## src/rtl/mesi_pkg.sv

```systemverilog
package mesi_pkg;

  typedef enum logic [1:0] {
    ST_I = 2'd0,
    ST_S = 2'd1,
    ST_E = 2'd2,
    ST_M = 2'd3
  } mesi_t;

  typedef enum logic [2:0] {
    BC_NONE = 3'd0,
    BC_RD   = 3'd1,
    BC_RDX  = 3'd2,
    BC_INV  = 3'd3,
    BC_WB   = 3'd4
  } bcmd_t;

  // state a held line takes after a snooped command
  function automatic mesi_t snoop_next(mesi_t cur, bcmd_t c);
    case (c)
      BC_RD:          snoop_next = (cur == ST_I) ? ST_I : ST_S;
      BC_RDX, BC_INV: snoop_next = ST_I;
      default:        snoop_next = cur;
    endcase
  endfunction

  // state a freshly filled line takes
  function automatic mesi_t fill_state(logic we, logic shared);
    if (we)          fill_state = ST_M;
    else if (shared) fill_state = ST_S;
    else             fill_state = ST_E;
  endfunction

endpackage

```

## src/rtl/coh_line_store.sv

```systemverilog
module coh_line_store
  import mesi_pkg::*;
#(
  parameter int LINES  = 4,
  parameter int TAG_W  = 4,
  parameter int DATA_W = 8,
  parameter int IDX_W  = $clog2(LINES)
) (
  input  logic              clk,
  input  logic              rst_n,
  input  logic [IDX_W-1:0]  a_idx,
  output mesi_t             a_st,
  output logic [TAG_W-1:0]  a_tag,
  output logic [DATA_W-1:0] a_dat,
  input  logic [IDX_W-1:0]  b_idx,
  output mesi_t             b_st,
  output logic [TAG_W-1:0]  b_tag,
  output logic [DATA_W-1:0] b_dat,
  input  logic              w_en,
  input  logic [IDX_W-1:0]  w_idx,
  input  mesi_t             w_st,
  input  logic [TAG_W-1:0]  w_tag,
  input  logic [DATA_W-1:0] w_dat
);
  mesi_t             st_q  [LINES];
  logic [TAG_W-1:0]  tag_q [LINES];
  logic [DATA_W-1:0] dat_q [LINES];

  always_ff @(posedge clk) begin
    if (!rst_n) begin
      for (int i = 0; i < LINES; i++) st_q[i] <= ST_I;
    end else if (w_en) begin
      st_q[w_idx] <= w_st;
    end
  end

  always_ff @(posedge clk) begin
    if (w_en) begin
      tag_q[w_idx] <= w_tag;
      dat_q[w_idx] <= w_dat;
    end
  end

  assign a_st  = st_q[a_idx];
  assign a_tag = tag_q[a_idx];
  assign a_dat = dat_q[a_idx];
  assign b_st  = st_q[b_idx];
  assign b_tag = tag_q[b_idx];
  assign b_dat = dat_q[b_idx];
endmodule

```

## src/rtl/coh_snoop_resp.sv

```systemverilog
module coh_snoop_resp
  import mesi_pkg::*;
#(
  parameter int TAG_W  = 4,
  parameter int DATA_W = 8
) (
  input  logic              active,
  input  bcmd_t             cmd,
  input  logic [TAG_W-1:0]  snp_tag,
  input  mesi_t             st,
  input  logic [TAG_W-1:0]  line_tag,
  input  logic [DATA_W-1:0] line_dat,
  output logic              shared,
  output logic              supply,
  output logic              flush,
  output logic              upd,
  output mesi_t             nxt,
  output logic [DATA_W-1:0] data
);
  logic hit;
  logic owner;

  assign hit    = active && (st != ST_I) && (line_tag == snp_tag);
  assign owner  = (st == ST_E) || (st == ST_M);
  assign shared = hit && (cmd == BC_RD);
  assign supply = hit && (((cmd == BC_RD) && owner) || ((cmd == BC_RDX) && (st == ST_M)));
  assign flush  = hit && (cmd == BC_RD) && (st == ST_M);
  assign nxt    = snoop_next(st, cmd);
  assign upd    = hit && (nxt != st);
  assign data   = line_dat;
endmodule

```

## src/rtl/mesi_cache_ctrl.sv

```systemverilog
module mesi_cache_ctrl
  import mesi_pkg::*;
#(
  parameter int ADDR_W = 6,
  parameter int DATA_W = 8,
  parameter int LINES  = 4
) (
  input  logic              clk,
  input  logic              rst_n,
  input  logic              cpu_valid,
  input  logic              cpu_we,
  input  logic [ADDR_W-1:0] cpu_addr,
  input  logic [DATA_W-1:0] cpu_wdata,
  output logic              cpu_done,
  output logic [DATA_W-1:0] cpu_rdata,
  output logic              bus_req,
  input  logic              bus_gnt,
  output logic [2:0]        bus_cmd_o,
  output logic [ADDR_W-1:0] bus_addr_o,
  output logic [DATA_W-1:0] bus_wdata_o,
  input  logic [DATA_W-1:0] bus_fill_i,
  input  logic              bus_shared_i,
  input  logic              inv_ack_all_i,
  input  logic [2:0]        snp_cmd_i,
  input  logic [ADDR_W-1:0] snp_addr_i,
  output logic              snp_shared_o,
  output logic              snp_supply_o,
  output logic              snp_flush_o,
  output logic [DATA_W-1:0] snp_data_o,
  output logic              inv_ack_o
);
  localparam int IDX_W = $clog2(LINES);
  localparam int TAG_W = ADDR_W - IDX_W;

  typedef enum logic [1:0] {F_IDLE, F_BUS, F_ACK} fsm_t;
  fsm_t fsm_q, fsm_d;

  logic [IDX_W-1:0] cpu_idx, snp_idx;
  logic [TAG_W-1:0] cpu_tag, snp_tag;
  assign cpu_idx = cpu_addr[IDX_W-1:0];
  assign cpu_tag = cpu_addr[ADDR_W-1:IDX_W];
  assign snp_idx = snp_addr_i[IDX_W-1:0];
  assign snp_tag = snp_addr_i[ADDR_W-1:IDX_W];

  bcmd_t snp_cmd;
  logic  snp_active;
  assign snp_cmd    = bcmd_t'(snp_cmd_i);
  assign snp_active = (snp_cmd != BC_NONE) && !bus_gnt;

  mesi_t             a_st, b_st, s_nxt, w_st, l_st;
  logic [TAG_W-1:0]  a_tag, b_tag, w_tag, l_tag;
  logic [DATA_W-1:0] a_dat, b_dat, w_dat, l_dat;
  logic              w_en, l_we, s_upd;

  coh_line_store #(.LINES(LINES), .TAG_W(TAG_W), .DATA_W(DATA_W)) u_store (
    .clk(clk), .rst_n(rst_n),
    .a_idx(cpu_idx), .a_st(a_st), .a_tag(a_tag), .a_dat(a_dat),
    .b_idx(snp_idx), .b_st(b_st), .b_tag(b_tag), .b_dat(b_dat),
    .w_en(w_en), .w_idx(s_upd ? snp_idx : cpu_idx),
    .w_st(w_st), .w_tag(w_tag), .w_dat(w_dat)
  );

  coh_snoop_resp #(.TAG_W(TAG_W), .DATA_W(DATA_W)) u_snoop (
    .active(snp_active), .cmd(snp_cmd), .snp_tag(snp_tag),
    .st(b_st), .line_tag(b_tag), .line_dat(b_dat),
    .shared(snp_shared_o), .supply(snp_supply_o), .flush(snp_flush_o),
    .upd(s_upd), .nxt(s_nxt), .data(snp_data_o)
  );

  // snooper owns the write port while the bus belongs to a peer
  assign w_en  = s_upd | l_we;
  assign w_st  = s_upd ? s_nxt : l_st;
  assign w_tag = s_upd ? b_tag : l_tag;
  assign w_dat = s_upd ? b_dat : l_dat;

  // named local events
  logic loc_hit, victim_dirty, need_inv;
  assign loc_hit      = (a_st != ST_I) && (a_tag == cpu_tag);
  assign victim_dirty = (a_st == ST_M) && (a_tag != cpu_tag);
  assign need_inv     = loc_hit && cpu_we && (a_st == ST_S);

  bcmd_t bcmd;

  always_comb begin
    fsm_d       = fsm_q;
    bcmd        = BC_NONE;
    bus_addr_o  = '0;
    bus_wdata_o = '0;
    l_we        = 1'b0;
    l_st        = ST_M;
    l_tag       = cpu_tag;
    l_dat       = cpu_wdata;
    cpu_done    = 1'b0;
    cpu_rdata   = a_dat;
    case (fsm_q)
      F_IDLE: begin
        if (cpu_valid && !snp_active) begin
          if (loc_hit && !cpu_we) begin
            cpu_done = 1'b1;
          end else if (loc_hit && cpu_we && !need_inv) begin
            l_we     = 1'b1;
            cpu_done = 1'b1;
          end else begin
            fsm_d = F_BUS;
          end
        end
      end
      F_BUS: begin
        if (bus_gnt) begin
          if (victim_dirty) begin
            bcmd        = BC_WB;
            bus_addr_o  = {a_tag, cpu_idx};
            bus_wdata_o = a_dat;
            l_we        = 1'b1;
            l_st        = ST_I;
            l_tag       = a_tag;
            l_dat       = a_dat;
          end else if (need_inv) begin
            bcmd       = BC_INV;
            bus_addr_o = cpu_addr;
            fsm_d      = F_ACK;
          end else if (loc_hit) begin
            l_we     = cpu_we;
            cpu_done = 1'b1;
            fsm_d    = F_IDLE;
          end else if (cpu_we) begin
            bcmd       = BC_RDX;
            bus_addr_o = cpu_addr;
            l_we       = 1'b1;
            cpu_done   = 1'b1;
            fsm_d      = F_IDLE;
          end else begin
            bcmd       = BC_RD;
            bus_addr_o = cpu_addr;
            l_we       = 1'b1;
            l_st       = fill_state(1'b0, bus_shared_i);
            l_dat      = bus_fill_i;
            cpu_rdata  = bus_fill_i;
            cpu_done   = 1'b1;
            fsm_d      = F_IDLE;
          end
        end
      end
      F_ACK: begin
        if (inv_ack_all_i) begin
          l_we     = 1'b1;
          cpu_done = 1'b1;
          fsm_d    = F_IDLE;
        end
      end
      default: fsm_d = F_IDLE;
    endcase
  end

  assign bus_cmd_o = bcmd;
  assign bus_req   = (fsm_q != F_IDLE);

  always_ff @(posedge clk) begin
    if (!rst_n) begin
      fsm_q     <= F_IDLE;
      inv_ack_o <= 1'b0;
    end else begin
      fsm_q     <= fsm_d;
      inv_ack_o <= snp_active && (snp_cmd == BC_INV);
    end
  end

  assert_reset_quiet_R1: assert property (@(posedge clk) disable iff (!rst_n)
    $rose(rst_n) |-> !bus_req && !cpu_done);
  assert_cmd_needs_gnt_R10: assert property (@(posedge clk) disable iff (!rst_n)
    (bus_cmd_o != 3'd0) |-> bus_gnt);
  assert_ack_wait_quiet_R6: assert property (@(posedge clk) disable iff (!rst_n)
    (fsm_q == F_ACK) |-> (bus_cmd_o == 3'd0) && bus_req);
  assert_flush_supplies_R5: assert property (@(posedge clk) disable iff (!rst_n)
    snp_flush_o |-> snp_supply_o && snp_shared_o);
  assert_done_needs_req_R11: assert property (@(posedge clk) disable iff (!rst_n)
    cpu_done |-> cpu_valid);
  assert_one_writer_R11: assert property (@(posedge clk) disable iff (!rst_n)
    !(l_we && s_upd));
endmodule

```

## config.mk

```make
export PLATFORM = sky130hd
export DESIGN_NAME = mesi_cache_ctrl
export DESIGN_NICKNAME = d
export VERILOG_FILES = /design/src/rtl/mesi_pkg.sv /design/src/rtl/coh_line_store.sv /design/src/rtl/coh_snoop_resp.sv /design/src/rtl/mesi_cache_ctrl.sv
export SDC_FILE = /design/constraint.sdc
export NUM_CORES = 1
export LEC_CHECK = 0
export BUFFER_PORTS_ARGS = -buffer_cell sky130_fd_sc_hd__buf_2
export CAP_MARGIN = 20
export CORE_MARGIN = 1
export CORE_UTILIZATION = 50
export DETAILED_ROUTE_END_ITERATION = 12
export HOLD_SLACK_MARGIN = 0.06
export PLACE_DENSITY_LB_ADDON = 0.25
export SYNTH_ARGS = -nofsm -noshare
export SYNTH_HDL_FRONTEND = slang
export SYNTH_SLANG_ARGS = --single-unit
```

## constraint.sdc

```tcl
create_clock -name clk -period 7.6 [get_ports clk]
set_clock_uncertainty 0.2 [all_clocks]
set_input_delay 1.52 -clock clk [delete_from_list [all_inputs] [get_ports clk]]
set_output_delay 1.52 -clock clk [all_outputs]
set_load 0.05 [all_outputs]
```

Word-level counts from Yosys, hierarchy flattened
Memory sizes are Yosys's and may differ from the RTL's.
Cells that the tools add are included.

operators by class
  equality and inequality tests = 19
  multiplexer cells = 73
  bitwise gates (word level) = 1
  reductions and logical operators = 32

operators by type and width
  operator                                                          count
  8-bit two-way mux                                                 16
  2-bit two-way mux                                                 21
  6-bit two-way mux                                                 5
  1-bit two-way mux                                                 20
  1-bit logical AND                                                 17
  4-bit two-way mux                                                 4
  2-bit != test (second input constant)                             6
  3-bit two-way mux                                                 3
  2-bit == test (second input constant)                             4
  4-bit == test                                                     2
  3-bit by 2-bit == test with 1-bit output (second input constant)  2
  1-bit one-hot mux with 3 select lines                             2
  2-bit one-hot mux with 3 select lines                             1
  6-bit AND reduction                                               1
  2-bit nonzero test                                                3
  2-bit by 1-bit == test with 1-bit output (second input constant)  2
  1-bit zero test                                                   4
  2-bit zero test                                                   2
  4-bit != test                                                     1
  2-bit one-hot mux with 2 select lines                             1
  2-bit OR reduction                                                2
  3-bit by 1-bit == test with 1-bit output (second input constant)  1
  3-bit nonzero test                                                1
  1-bit logical OR                                                  2
  other kinds (2)                                                   2

word-level totals
  flip-flop bits (word level) = 3
  RAM bits = 56
  input port bits = 38
  logic and storage cells = 130
  memories kept = 3

memory list
  memory         words  bits a word  read ports  clocked after Yosys merged registers in  write ports  RTL line              RTL
  u_store.dat_q  4      8            2           0                                        1            coh_line_store.sv:27  logic [DATA_W-1:0] dat_q [LINES];
  u_store.tag_q  4      4            2           0                                        1            coh_line_store.sv:26  logic [TAG_W-1:0] tag_q [LINES];
  u_store.st_q   4      2            2           0                                        4            coh_line_store.sv:25  mesi_t st_q [LINES];

Longest topological paths before layout
Gate-level depths: netlist of the first run.
An unclocked memory read counts as a cell.

  word-level depth = 17
  depth in mapped cells = 9
  depth with buffers taken out = 7

Modules after synthesis
From an unflattened synthesis of the first run, not the netlist that was laid out.

unflattened totals
  cell total of the unflattened synthesis = 310
  area, all modules = 3833.7 µm²

by module, submodules not included
  module           times used  cells an instance  area an instance (µm²)
  coh_line_store   1           111                2523.7
  mesi_cache_ctrl  1           170                1092.3
  coh_snoop_resp   1           29                 217.7

Worst setup path after synthesis of the first run
OpenSTA, ideal clock, no wires.

  path kind = in2out
  start = in cpu_addr[0]
  end = out bus_wdata_o[0]
  arrival time = 4528 ps
  required time = 5880 ps
  path slack = 1352 ps
  stages = 6
  cell sequence = buf_4 > mux4_2 > xnor2_1 > and4_1 > clkbuf_1 > nor4b_1

between the ends
  cells in the longest elaborated chain, start to end = 6
  elaborated cells on any way between the ends = 9
  classes of those cells = eq/ne: 2; mux: 3; reduce/logical: 1; memory: 3

RTL lines
  item                                                            RTL line                RTL
  start, declared                                                 mesi_cache_ctrl.sv:12   input logic [ADDR_W-1:0] cpu_addr,
  memory read 4 x 4 bit or memory read 4 x 2 bit (tied branches)  --
  4-bit != test or 2-bit == test (tied branches)                  mesi_cache_ctrl.sv:79   assign victim_dirty = (a_st == ST_M) && (a_tag != cpu_tag);
  1-bit logical AND                                               mesi_cache_ctrl.sv:79
  8-bit two-way mux *                                             mesi_cache_ctrl.sv:110  if (victim_dirty) begin
  8-bit two-way mux *                                             mesi_cache_ctrl.sv:109  if (bus_gnt) begin
  8-bit two-way mux *                                             mesi_cache_ctrl.sv:95   case (fsm_q)
  end, declared                                                   mesi_cache_ctrl.sv:20   output logic [DATA_W-1:0] bus_wdata_o,

Every way passes the cells marked *; elsewhere a longest branch is shown, timed or not.

Worst setup path in the final report of the first run
  start = in cpu_addr[0]
  end = out cpu_rdata[0]

between the ends
  cells in the longest elaborated chain, start to end = 9
  elaborated cells on any way between the ends = 18
  classes of those cells = eq/ne: 4; mux: 6; reduce/logical: 5; memory: 3

RTL lines
  item                                                            RTL line                RTL
  memory read 4 x 4 bit or memory read 4 x 2 bit (tied branches)  --
  4-bit == test or 2-bit nonzero test (tied branches)             mesi_cache_ctrl.sv:78   assign loc_hit = (a_st != ST_I) && (a_tag == cpu_tag);
  1-bit logical AND                                               mesi_cache_ctrl.sv:78
  1-bit logical AND (2 in a row)                                  mesi_cache_ctrl.sv:80   assign need_inv = loc_hit && cpu_we && (a_st == ST_S);
  8-bit two-way mux                                               mesi_cache_ctrl.sv:118  end else if (need_inv) begin
  8-bit two-way mux                                               mesi_cache_ctrl.sv:110
  8-bit two-way mux                                               mesi_cache_ctrl.sv:109
  8-bit two-way mux *                                             mesi_cache_ctrl.sv:95
  end, declared                                                   mesi_cache_ctrl.sv:15   output logic [DATA_W-1:0] cpu_rdata,

Marks and branches as above.

==> results.yml, run 1 <==
die:
  io_pins: 77
  start_util: 0.5196
  die_width_um: 88.82
  die_h_um: 88.82
  dieArea_um2: 7888
  rows: 31
  core_um2: 7253
timing:
  fin_setup_tns_ps: 0
  max_freq_ghz: 0.1552
  slew_violations: 0
  final_hold_viol_count: 0
  tightest_slew_ps: 913.1
  setup-violations-final: 0
  fin_crit_sh: 0.8477
  min_period_ps: 6443
  max_slew_margin: 0.3913
  rsz0062_at_grt: "no"
synth:
  syn_nets: 337
  synth-seq-cells: 59
  synth_edf_count: 56
  yosys_warnings: 0
  ys_seq_area_frac: 0.4622
  yosysTopAreaCell: "edfxtp_1"
  postSynthCellCount: 299
  async_flop_share: 0
  synth_most_common_cell: "edfxtp_1"
  syn_avg_cell_area_um2: 12.60
  yosysTopAreaCellShare: 0.4462
  yosysUniqueCellTypes: 51
  netlist_area_um2: 3769
  yosys-top-cells-area: "edfxtp_1 45%, mux4_2 14%, mux4_1 3.5%, nor3_1 2.5%, a21bo_2 2.1%"
  synth_ff_type: "edfxtp_1"
  synth_top_cells_by_count: "56 x edfxtp_1, 23 x mux4_2, 21 x nor2_1"
critical_path:
  startpoint_type: "input port"
  crit_fanout: 21
  worstPathArrival_ps: 4720
  path_class: "input port to output port"
  r2r_setup_slack_ps: 3690
  endpoint_kind: "output port"
  cp.required_ps: 5880
  rr_worst_depth: 7
worst_hold_path:
  holdPathStages: 1
  hp-class: "register to register"
final_layout:
  antenna_cells: 0
  multiInputGateArea_um2: 1909
  seq_area_um2: 1742
  n_fill_cell: 607
  nets: 407
  syn_to_final_growth_pct: 16.43
  drive_gt1_frac: 0.3610
status:
  outcome: "completed"
routing:
  wire_per_inst_um: 20.79
  viasPerCell: 6.427
  dr_total_vias: 3040
  drt_iter0_markers: 359
  drtAntennaViolNets: 0
  routed_wl_mm: 9.835
  dr.pass1.iters: 5
  drc: 0
pwr:
  leakage_nw: 1.611
  powerDensity_nw_per_um2: 180.2
  power_w: 0.0007906
  max-vdd-ir-drop_v: 0.0001169
grt:
  grt_pass1_vias: 2889
  gr-usage-all-layers: 0.2655
  antenna_found_initial: 0
  overflow: 0
  grt_first_pass_wirelength_mm: 14.84
  grt_max_degree: 22
clocking:
  clkLatencyLatePin_ps: 340
  clkTransAtPathRegs_ps: 60
  hold_buffers: 0
  cts_root_buffer: "clkbuf_8"
  cts_sinks: 59
  cts_setup_buffers: 0
  htree_levels: 3
  cts_tree: "yes"
  postCtsResizedCells: 0
  cts_buffers: 9
  clock_path_buffers: 2
placement:
  io_buffer_count: 76
  dp_hpwl_mm: 7.013
  routabilityCongestion: 0.8489
run:
  drv_cap: 0
[worst max-delay path, cell delays in order]
cell and delay, ps:
buf_2 510, mux4_2 630, xnor2_1 240, nand4_1 300, a21oi_1 580, nand2b_1 460
a21bo_2 220, buf_2 260
[area by class of cell]
type / count / area share
Clock buffer: 10 / 0.02908
Clock inverter: 6 / 0.01283
Inverter: 5 / 0.004277
Multi-Input combinational cell: 214 / 0.4351
Sequential cell: 59 / 0.3969
Tap cell: 99 / 0.02823
Timing Repair Buffer: 80 / 0.09353
[registers in the layout, summed over array words and instances, names as in the netlist]
name,cells
u_store.tag_q,16
inv_ack_o,1
u_store.dat_q,32
fsm_q,2
u_store.st_q,8
[metrics by stage]
step           hold slack [ps]  instances  cell area [um^2]  utilization  setup slack [ps]
5_1_grt                  412.1        473              4388       0.6050             923.2
3_3_place_gp             361.9        457              4204       0.5796              1206
3_5_place_dp             372.8        457              4204       0.5796              1165
2_1_floorplan            318.3        299              3769            -              1352
4_1_cts                  381.7        473              4388       0.6050              1164
6_report                 389.4        473              4388       0.6050              1157
[metal layers]
metal	track usage	vias up	part of all wire
met5	0	-	0
li1	-	1355	-
met3	0.06903	26	0.080
met4	0.1144	0	0.026
met2	0.4245	156	0.49
met1	0.3438	1503	0.41
[cell families after synthesis]
kind of cell	share of synthesized area
and+or+nand+nor	0.1660
buffers and inverters	0.03121
DFF	0.4622
AOI/OAI and AO/OA	0.1252
xor gates and xnor gates	0.01859
muxes	0.1969
[worst paths after layout]
check                                          from                   to
worst max-delay path                    cpu_addr[0]         cpu_rdata[0]
worst min-delay path                       fsm_q[0]             fsm_q[0]
worst max register to register  u_store.tag_q[0][0]  u_store.tag_q[0][2]
worst min register to register             fsm_q[0]             fsm_q[0]
[power by group]
part           internal, W  switching [W]  total (W)
registers         0.000363     0.00000276   0.000366
clock network     0.000149       0.000125   0.000274
logic            0.0000514      0.0000991   0.000151
total             0.000563       0.000227   0.000791
[layout by cell type, fill, tap and decap left out, types with 5 or more instances in the layout]
cell      netlist  routed
a211oi_1        7       7
a21bo_2         8       8
a21oi_1         6       6
a31oi_1         9       9
buf_2           4      76
clkbuf_8        0       9
edfxtp_1       56      56
inv_1           5       5
mux2i_1         7       7
mux4_1          5       5
mux4_2         23      23
nand2_1        16      16
nand3b_1        9       9
nand4_1         8       8
nor2_1         21      21
nor2b_1         6       6
nor3_1         19      19
nor4b_1         7       7
o21ai_0        12      12
xnor2_1         5       5
Note: power is estimated with default switching activity, not from simulation.
==> inputs of run 2 (changes only) <==
--- a/config.mk
+++ b/config.mk
@@ -5,6 +5,7 @@
 export SDC_FILE = /design/constraint.sdc
 export NUM_CORES = 1
 export LEC_CHECK = 0
+export ABC_AREA = 1
 export BUFFER_PORTS_ARGS = -buffer_cell sky130_fd_sc_hd__buf_2
 export CAP_MARGIN = 20
 export CORE_MARGIN = 1
==> constraint.sdc (replaced) <==
create_clock -name clk -period 6.54 [get_ports clk]
set_clock_uncertainty 0.2 [all_clocks]
set_input_delay 1.308 -clock clk [delete_from_list [all_inputs] [get_ports clk]]
set_output_delay 1.308 -clock clk [all_outputs]
set_load 0.05 [all_outputs]
==> run 2 against run 1 <==
Compared with the run above: sequential power is 34% higher; hold slack worse by 66 ps; register-to-register slack worse by 150 ps; worst setup slack better by 120 ps; final cell count is 57% higher; global-route usage is 1.5 points higher; non-clock buffer count is 2 lower; synthesized cell count is 92% higher; combinational power grew to 3.1 times the previous value; largest power group unchanged.
==> results.yml, run 2 <==
synth:
  async_flop_share: 0
  syn_nets: 611
  yosysUniqueCellTypes: 34
  synth-seq-cells: 59
  yosysTopAreaCellShare: 0.4023
  synth_edf_count: 56
  yosys-top-cells-area: "edfxtp_1 40%, nand2_1 14%, nor2_1 8.0%, nand3_1 6.0%, o21ai_0 5.9%"
  yosysTopAreaCell: "edfxtp_1"
  ys_seq_area_frac: 0.4166
  synth_most_common_cell: "nand2_1"
  synth_top_cells_by_count: "155 x nand2_1, 89 x nor2_1, 56 x edfxtp_1"
  syn_avg_cell_area_um2: 7.295
  yosys_warnings: 0
  postSynthCellCount: 573
  netlist_area_um2: 4180
  synth_ff_type: "edfxtp_1"
clocking:
  clock_path_buffers: 2
  clkTransAtPathRegs_ps: 60
  cts_buffers: 9
  postCtsResizedCells: 0
  hold_buffers: 0
  cts_sinks: 59
  cts_tree: "yes"
  clkLatencyLatePin_ps: 350
  cts_root_buffer: "clkbuf_8"
  htree_levels: 3
  cts_setup_buffers: 0
run:
  drv_cap: 0
critical_path:
  r2r_setup_slack_ps: 3540
  rr_worst_depth: 13
  endpoint_kind: "output port"
  startpoint_type: "input port"
  crit_fanout: 29
  worstPathArrival_ps: 3750
  path_class: "input port to output port"
  cp.required_ps: 5030
pwr:
  internal_power_w: 0.0008016
  switching_share: 0.3968
  powerDensity_nw_per_um2: 280.4
  power_switching_w: 0.0005273
  max-vdd-ir-drop_v: 0.0001828
  p_seq_frac: 0.369
  power_frac_comb: 0.352
  p_clk_frac: 0.279
  leakage_nw: 2.218
worst_hold_path:
  holdPathStages: 2
  hp-class: "register to register"
die:
  dieArea_um2: 8730
  die_width_um: 93.44
  start_util: 0.5300
  core_um2: 7888
  die_h_um: 93.44
  io_pins: 77
  rows: 32
placement:
  dp_hpwl_mm: 8.200
  io_buffer_count: 76
  dpl_cell_area_um2: 4523
  pre_cts_slack_ps: 1314
  routabilityCongestion: 0.8984
grt:
  grt_first_pass_wirelength_mm: 18.65
  gr-usage-all-layers: 0.2804
  overflow: 0
  grt_pass1_vias: 3948
  grt_max_degree: 31
  antenna_found_initial: 0
timing:
  max_slew_margin: 0.5577
  fin_crit_sh: 0.8045
  tightest_slew_ps: 662.7
  rsz0062_at_grt: "no"
  final_hold_viol_count: 0
  setup-violations-final: 0
  fin_setup_tns_ps: 0
  layout_setup_ws_ps: 1279
  slew_violations: 0
  max_freq_ghz: 0.1901
  min_period_ps: 5261
final_layout:
  design_area_um2: 4740
  n_fill_cell: 744
  largest_register: "u_store.dat_q"
  mostFrequentLayoutCells: "155 x nand2_1, 89 x nor2_1, 76 x buf_2, 56 x edfxtp_1, 50 x nand3_1"
  syn_to_final_growth_pct: 13.38
  top_regs: "u_store.dat_q (32), u_store.tag_q (16), u_store.st_q (8)"
  largest_reg_flops: 32
  drive_gt1_frac: 0.2090
  nets: 674
  antenna_cells: 0
  layout_commonest_cell: "nand2_1"
routing:
  dr.pass1.iters: 5
  drtAntennaViolNets: 0
  drc: 0
  drt_iter0_markers: 271
  wire_per_inst_um: 15.71
  routed_wl_mm: 11.67
  viasPerCell: 5.653
  dr_total_vias: 4200
status:
  outcome: "completed"
-- run 2: cell count changes after synthesis, moves of 17 or more --
cell	change
nand3_1	+47
nand2_1	+139
nor3_1	-17
inv_1	+41
nor2_1	+68
mux4_2	-23
o21ai_0	+37
-- run 2: power groups by stage --
| stage | combinational, W | sequential (W) | clock, W |
|---|---|---|---|
| 6_report | 0.000468 | 0.000490 | 0.000371 |
| 5_1_grt | 0.000511 | 0.000493 | 0.000389 |
| 4_1_cts | 0.000466 | 0.000489 | 0.000370 |
| 3_5_place_dp | 0.000463 | 0.000497 | 0 |
| 3_3_place_gp | 0.000455 | 0.000496 | 0 |
| 2_1_floorplan | 0.000358 | 0.000491 | 0 |
-- run 2: per-stage QoR --
| step | std cells | hold slack [ps] | util | total power [W] |
|---|---|---|---|---|
| 2_1_floorplan | 573 | 283.0 | - | 0.0008499 |
| 3_5_place_dp | 727 | 314.9 | 0.5734 | 0.0009603 |
| 6_report | 743 | 323.0 | 0.6009 | 0.001329 |
| 4_1_cts | 743 | 322.7 | 0.6009 | 0.001325 |
| 5_1_grt | 743 | 353.9 | 0.6009 | 0.001393 |
| 3_3_place_gp | 727 | 303.9 | 0.5734 | 0.0009513 |
-- run 2: worst max-delay path, stage by stage --
cell     delay [ps]
buf_2           210
inv_2           400
nand2_1         100
nand3_1         110
nand2_1          90
nand2_1          70
nand2_1         100
nor2_4          190
nand2_4          90
nand2_4         210
nand2_2         160
nor2_4          260
nand2_1          70
o21ai_0          80
buf_2           290
-- run 2: layer usage --
| layer | GRT usage | share of wire |
|---|---|---|
| met5 | 0 | 0 |
| met3 | 0.04959 | 0.087 |
| met4 | 0.1090 | 0.028 |
| met1 | 0.3410 | 0.39 |
| met2 | 0.4920 | 0.49 |
-- run 2: cell families (layout without fill, tap and decap cells) --
logic type | after synthesis | count (layout) | synth area share
and+or+nand+nor | 335 | 335 | 0.3601
AOI/OAI and AO/OA | 99 | 99 | 0.1311
buffers and inverters | 80 | 148 | 0.09219
DFF | 59 | 59 | 0.4166
-- run 2: layout make-up --
type | instances | area, um^2 | area share
clock buffer | 10 | 127.6 | 0.02693
clock inverter | 6 | 88.84 | 0.01874
inverter | 54 | 205.2 | 0.04329
multi-input combinational | 434 | 2053 | 0.4332
sequential | 59 | 1742 | 0.3675
tap | 102 | 127.6 | 0.02693
timing repair buffer | 78 | 395.4 | 0.08342
-- run 2: worst paths after layout --
kind / startpoint / endpoint
worst max-delay path: cpu_addr[0] / cpu_rdata[6]
worst min-delay path: fsm_q[0] / fsm_q[0]
worst max register to register: u_store.tag_q[1][2] / u_store.dat_q[1][0]
worst min register to register: fsm_q[0] / fsm_q[0]
==> inputs of run 3 (changes only) <==
--- a/config.mk
+++ b/config.mk
@@ -5,7 +5,7 @@
 export SDC_FILE = /design/constraint.sdc
 export NUM_CORES = 1
 export LEC_CHECK = 0
-export ABC_AREA = 1
+export ABC_AREA = 0
 export BUFFER_PORTS_ARGS = -buffer_cell sky130_fd_sc_hd__buf_2
 export CAP_MARGIN = 20
 export CORE_MARGIN = 1
==> constraint.sdc (replaced) <==
create_clock -name clk -period 4.5 [get_ports clk]
set_clock_uncertainty 0.2 [all_clocks]
set_input_delay 0.9 -clock clk [delete_from_list [all_inputs] [get_ports clk]]
set_output_delay 0.9 -clock clk [all_outputs]
set_load 0.05 [all_outputs]
==> run 3 against run 2 <==
Compared with the run above: via count shrank 25%; largest power group unchanged; sequential share of layout area grew 1.1 points; combinational power shrank 42%; final cell count shrank 33%; worst setup slack lost 1100 ps; power grew 1.8%; non-clock buffer count grew 28; highest routed layer unchanged; hold slack gained 71 ps; global-route usage shrank 1.6 points.
==> results.yml, run 3 (same netlist as run 1, synthesis figures left out) <==
status:
  outcome: "completed"
worst_hold_path:
  hp-class: "register to register"
die:
  rows: 31
  die_width_um: 88.82
  dieArea_um2: 7888
  core_um2: 7253
  die_h_um: 88.82
  start_util: 0.5196
  io_pins: 77
grt:
  grt_pass1_vias: 2974
  antenna_found_initial: 0
  grt_max_degree: 19
  overflow: 0
  gr-usage-all-layers: 0.2642
  grt_first_pass_wirelength_mm: 15.04
pwr:
  powerDensity_nw_per_um2: 293.5
  max-vdd-ir-drop_v: 0.0001880
  p_seq_frac: 0.457
  power_switching_w: 0.0003871
  switching_share: 0.2863
  power_frac_comb: 0.202
  internal_power_w: 0.0009652
  power_w: 0.001352
  p_clk_frac: 0.341
  leakage_nw: 1.738
final_layout:
  n_fill_cell: 578
  drive_gt1_frac: 0.4150
  antenna_cells: 0
  top_regs: "u_store.dat_q (32), u_store.tag_q (16), u_store.st_q (8)"
  layout_commonest_cell: "buf_2"
  largest_register: "u_store.dat_q"
  mostFrequentLayoutCells: "76 x buf_2, 56 x edfxtp_1, 30 x buf_4, 23 x mux4_2, 21 x nor2_1"
  nets: 433
  largest_reg_flops: 32
  syn_to_final_growth_pct: 22.24
placement:
  io_buffer_count: 76
  pre_cts_slack_ps: 9.321
  routabilityCongestion: 0.8915
  dp_hpwl_mm: 7.416
routing:
  wl_met1_mm: 3.984
  wire_per_inst_um: 19.89
  drc: 0
  dr_total_vias: 3136
  viasPerCell: 6.285
  topRoutingLayerUsed: "met4"
  route.met2.wl_mm: 4.897
  dr.pass1.iters: 5
  dr_wl_met3_um: 810
  routed_wl_mm: 9.924
  drtAntennaViolNets: 0
  drt_iter0_markers: 323
timing:
  layout_setup_ws_ps: 211.7
  fin_crit_sh: 0.9530
  max_slew_margin: 0.3397
  slew_violations: 0
  min_period_ps: 4288
  setup-violations-final: 0
  final_hold_viol_count: 0
  tightest_slew_ps: 990.5
  rsz0062_at_grt: "no"
  holdWs_ps: 394.4
  max_freq_ghz: 0.2332
critical_path:
  crit_fanout: 12
  path_class: "input port to output port"
  worstPathArrival_ps: 3190
  cp.required_ps: 3400
  endpoint_kind: "output port"
  startpoint_type: "input port"
clocking:
  clkLatencyLatePin_ps: 330
  hold_buffers: 0
  clkTransAtPathRegs_ps: 70
  clock_path_buffers: 2
  cts_setup_buffers: 0
  cts_tree: "yes"
  cts_sinks: 59
  cts_root_buffer: "clkbuf_8"
  htree_levels: 3
  cts_buffers: 9
run:
  drv_cap: 0
==> run 3: cell types whose count changed in the layout (fill, tap and decap cells not counted), moves of 17 or more <==
cell	change
nor2_1	-68
mux4_2	+23
nand3_1	-47
inv_1	-41
buf_4	+28
o21ai_0	-37
nor3_1	+17
nand2_1	-139
==> run 3: power by group through the flow <==
stage | Clock [W] | Sequential, W | Combinational, W
finish | 0.000461 | 0.000619 | 0.000273
global route | 0.000489 | 0.000619 | 0.000290
CTS | 0.000466 | 0.000618 | 0.000270
detailed placement | 0 | 0.000630 | 0.000268
global placement | 0 | 0.000630 | 0.000264
floorplan | 0 | 0.000629 | 0.000186
==> run 3: path summary, 6_finish.rpt <==
kind	slack, ps	end	cells past startpoint	from
setup / recovery	210	bus_wdata_o[0]	7	cpu_addr[0]
hold / removal	390	fsm_q[0]	1	fsm_q[0]
setup reg to reg	980	u_store.dat_q[3][1]	8	u_store.tag_q[3][2]
hold reg to reg	390	fsm_q[0]	1	fsm_q[0]
==> run 3: area by class of cell <==
cell class	count	area [um^2]	share of cell area
timing repair buffer	106	605.6	0.1315
tap	99	123.9	0.02689
clock inverter	6	56.30	0.01222
clock buffer	10	127.6	0.02770
sequential	59	1742	0.3781
multi-input combinational	214	1933	0.4196
inverter	5	18.77	0.004074
==> run 3: through the flow <==
stage	instance area [um^2]	instances	setup TNS, ps	util
after floorplan	3786	299	-8881	-
after global placement	4417	483	0	0.6089
after detailed placement	4417	483	0	0.6089
after CTS	4604	499	0	0.6348
after global routing	4607	499	0	0.6352
final	4607	499	0	0.6352
==> run 3: timing repair <==
| action | in CTS | in global routing |
|---|---|---|
| cloned | 0 | 0 |
| resized for setup | 1 | 1 |
| setup endpoints to repair | 3 | 7 |
==> run 3: worst max-delay path, cell delays in order <==
cell	delay (ps)
buf_2	170
mux4_2	550
xnor2_1	160
and4_1	230
buf_4	190
nor4b_1	600
buf_2	380
==> run 3: routing by layer <==
metal  vias up  track usage
met5         -            0
met4         0       0.1217
met3        30      0.05224
met2       179       0.4301
met1      1521       0.3430
li1       1406            -
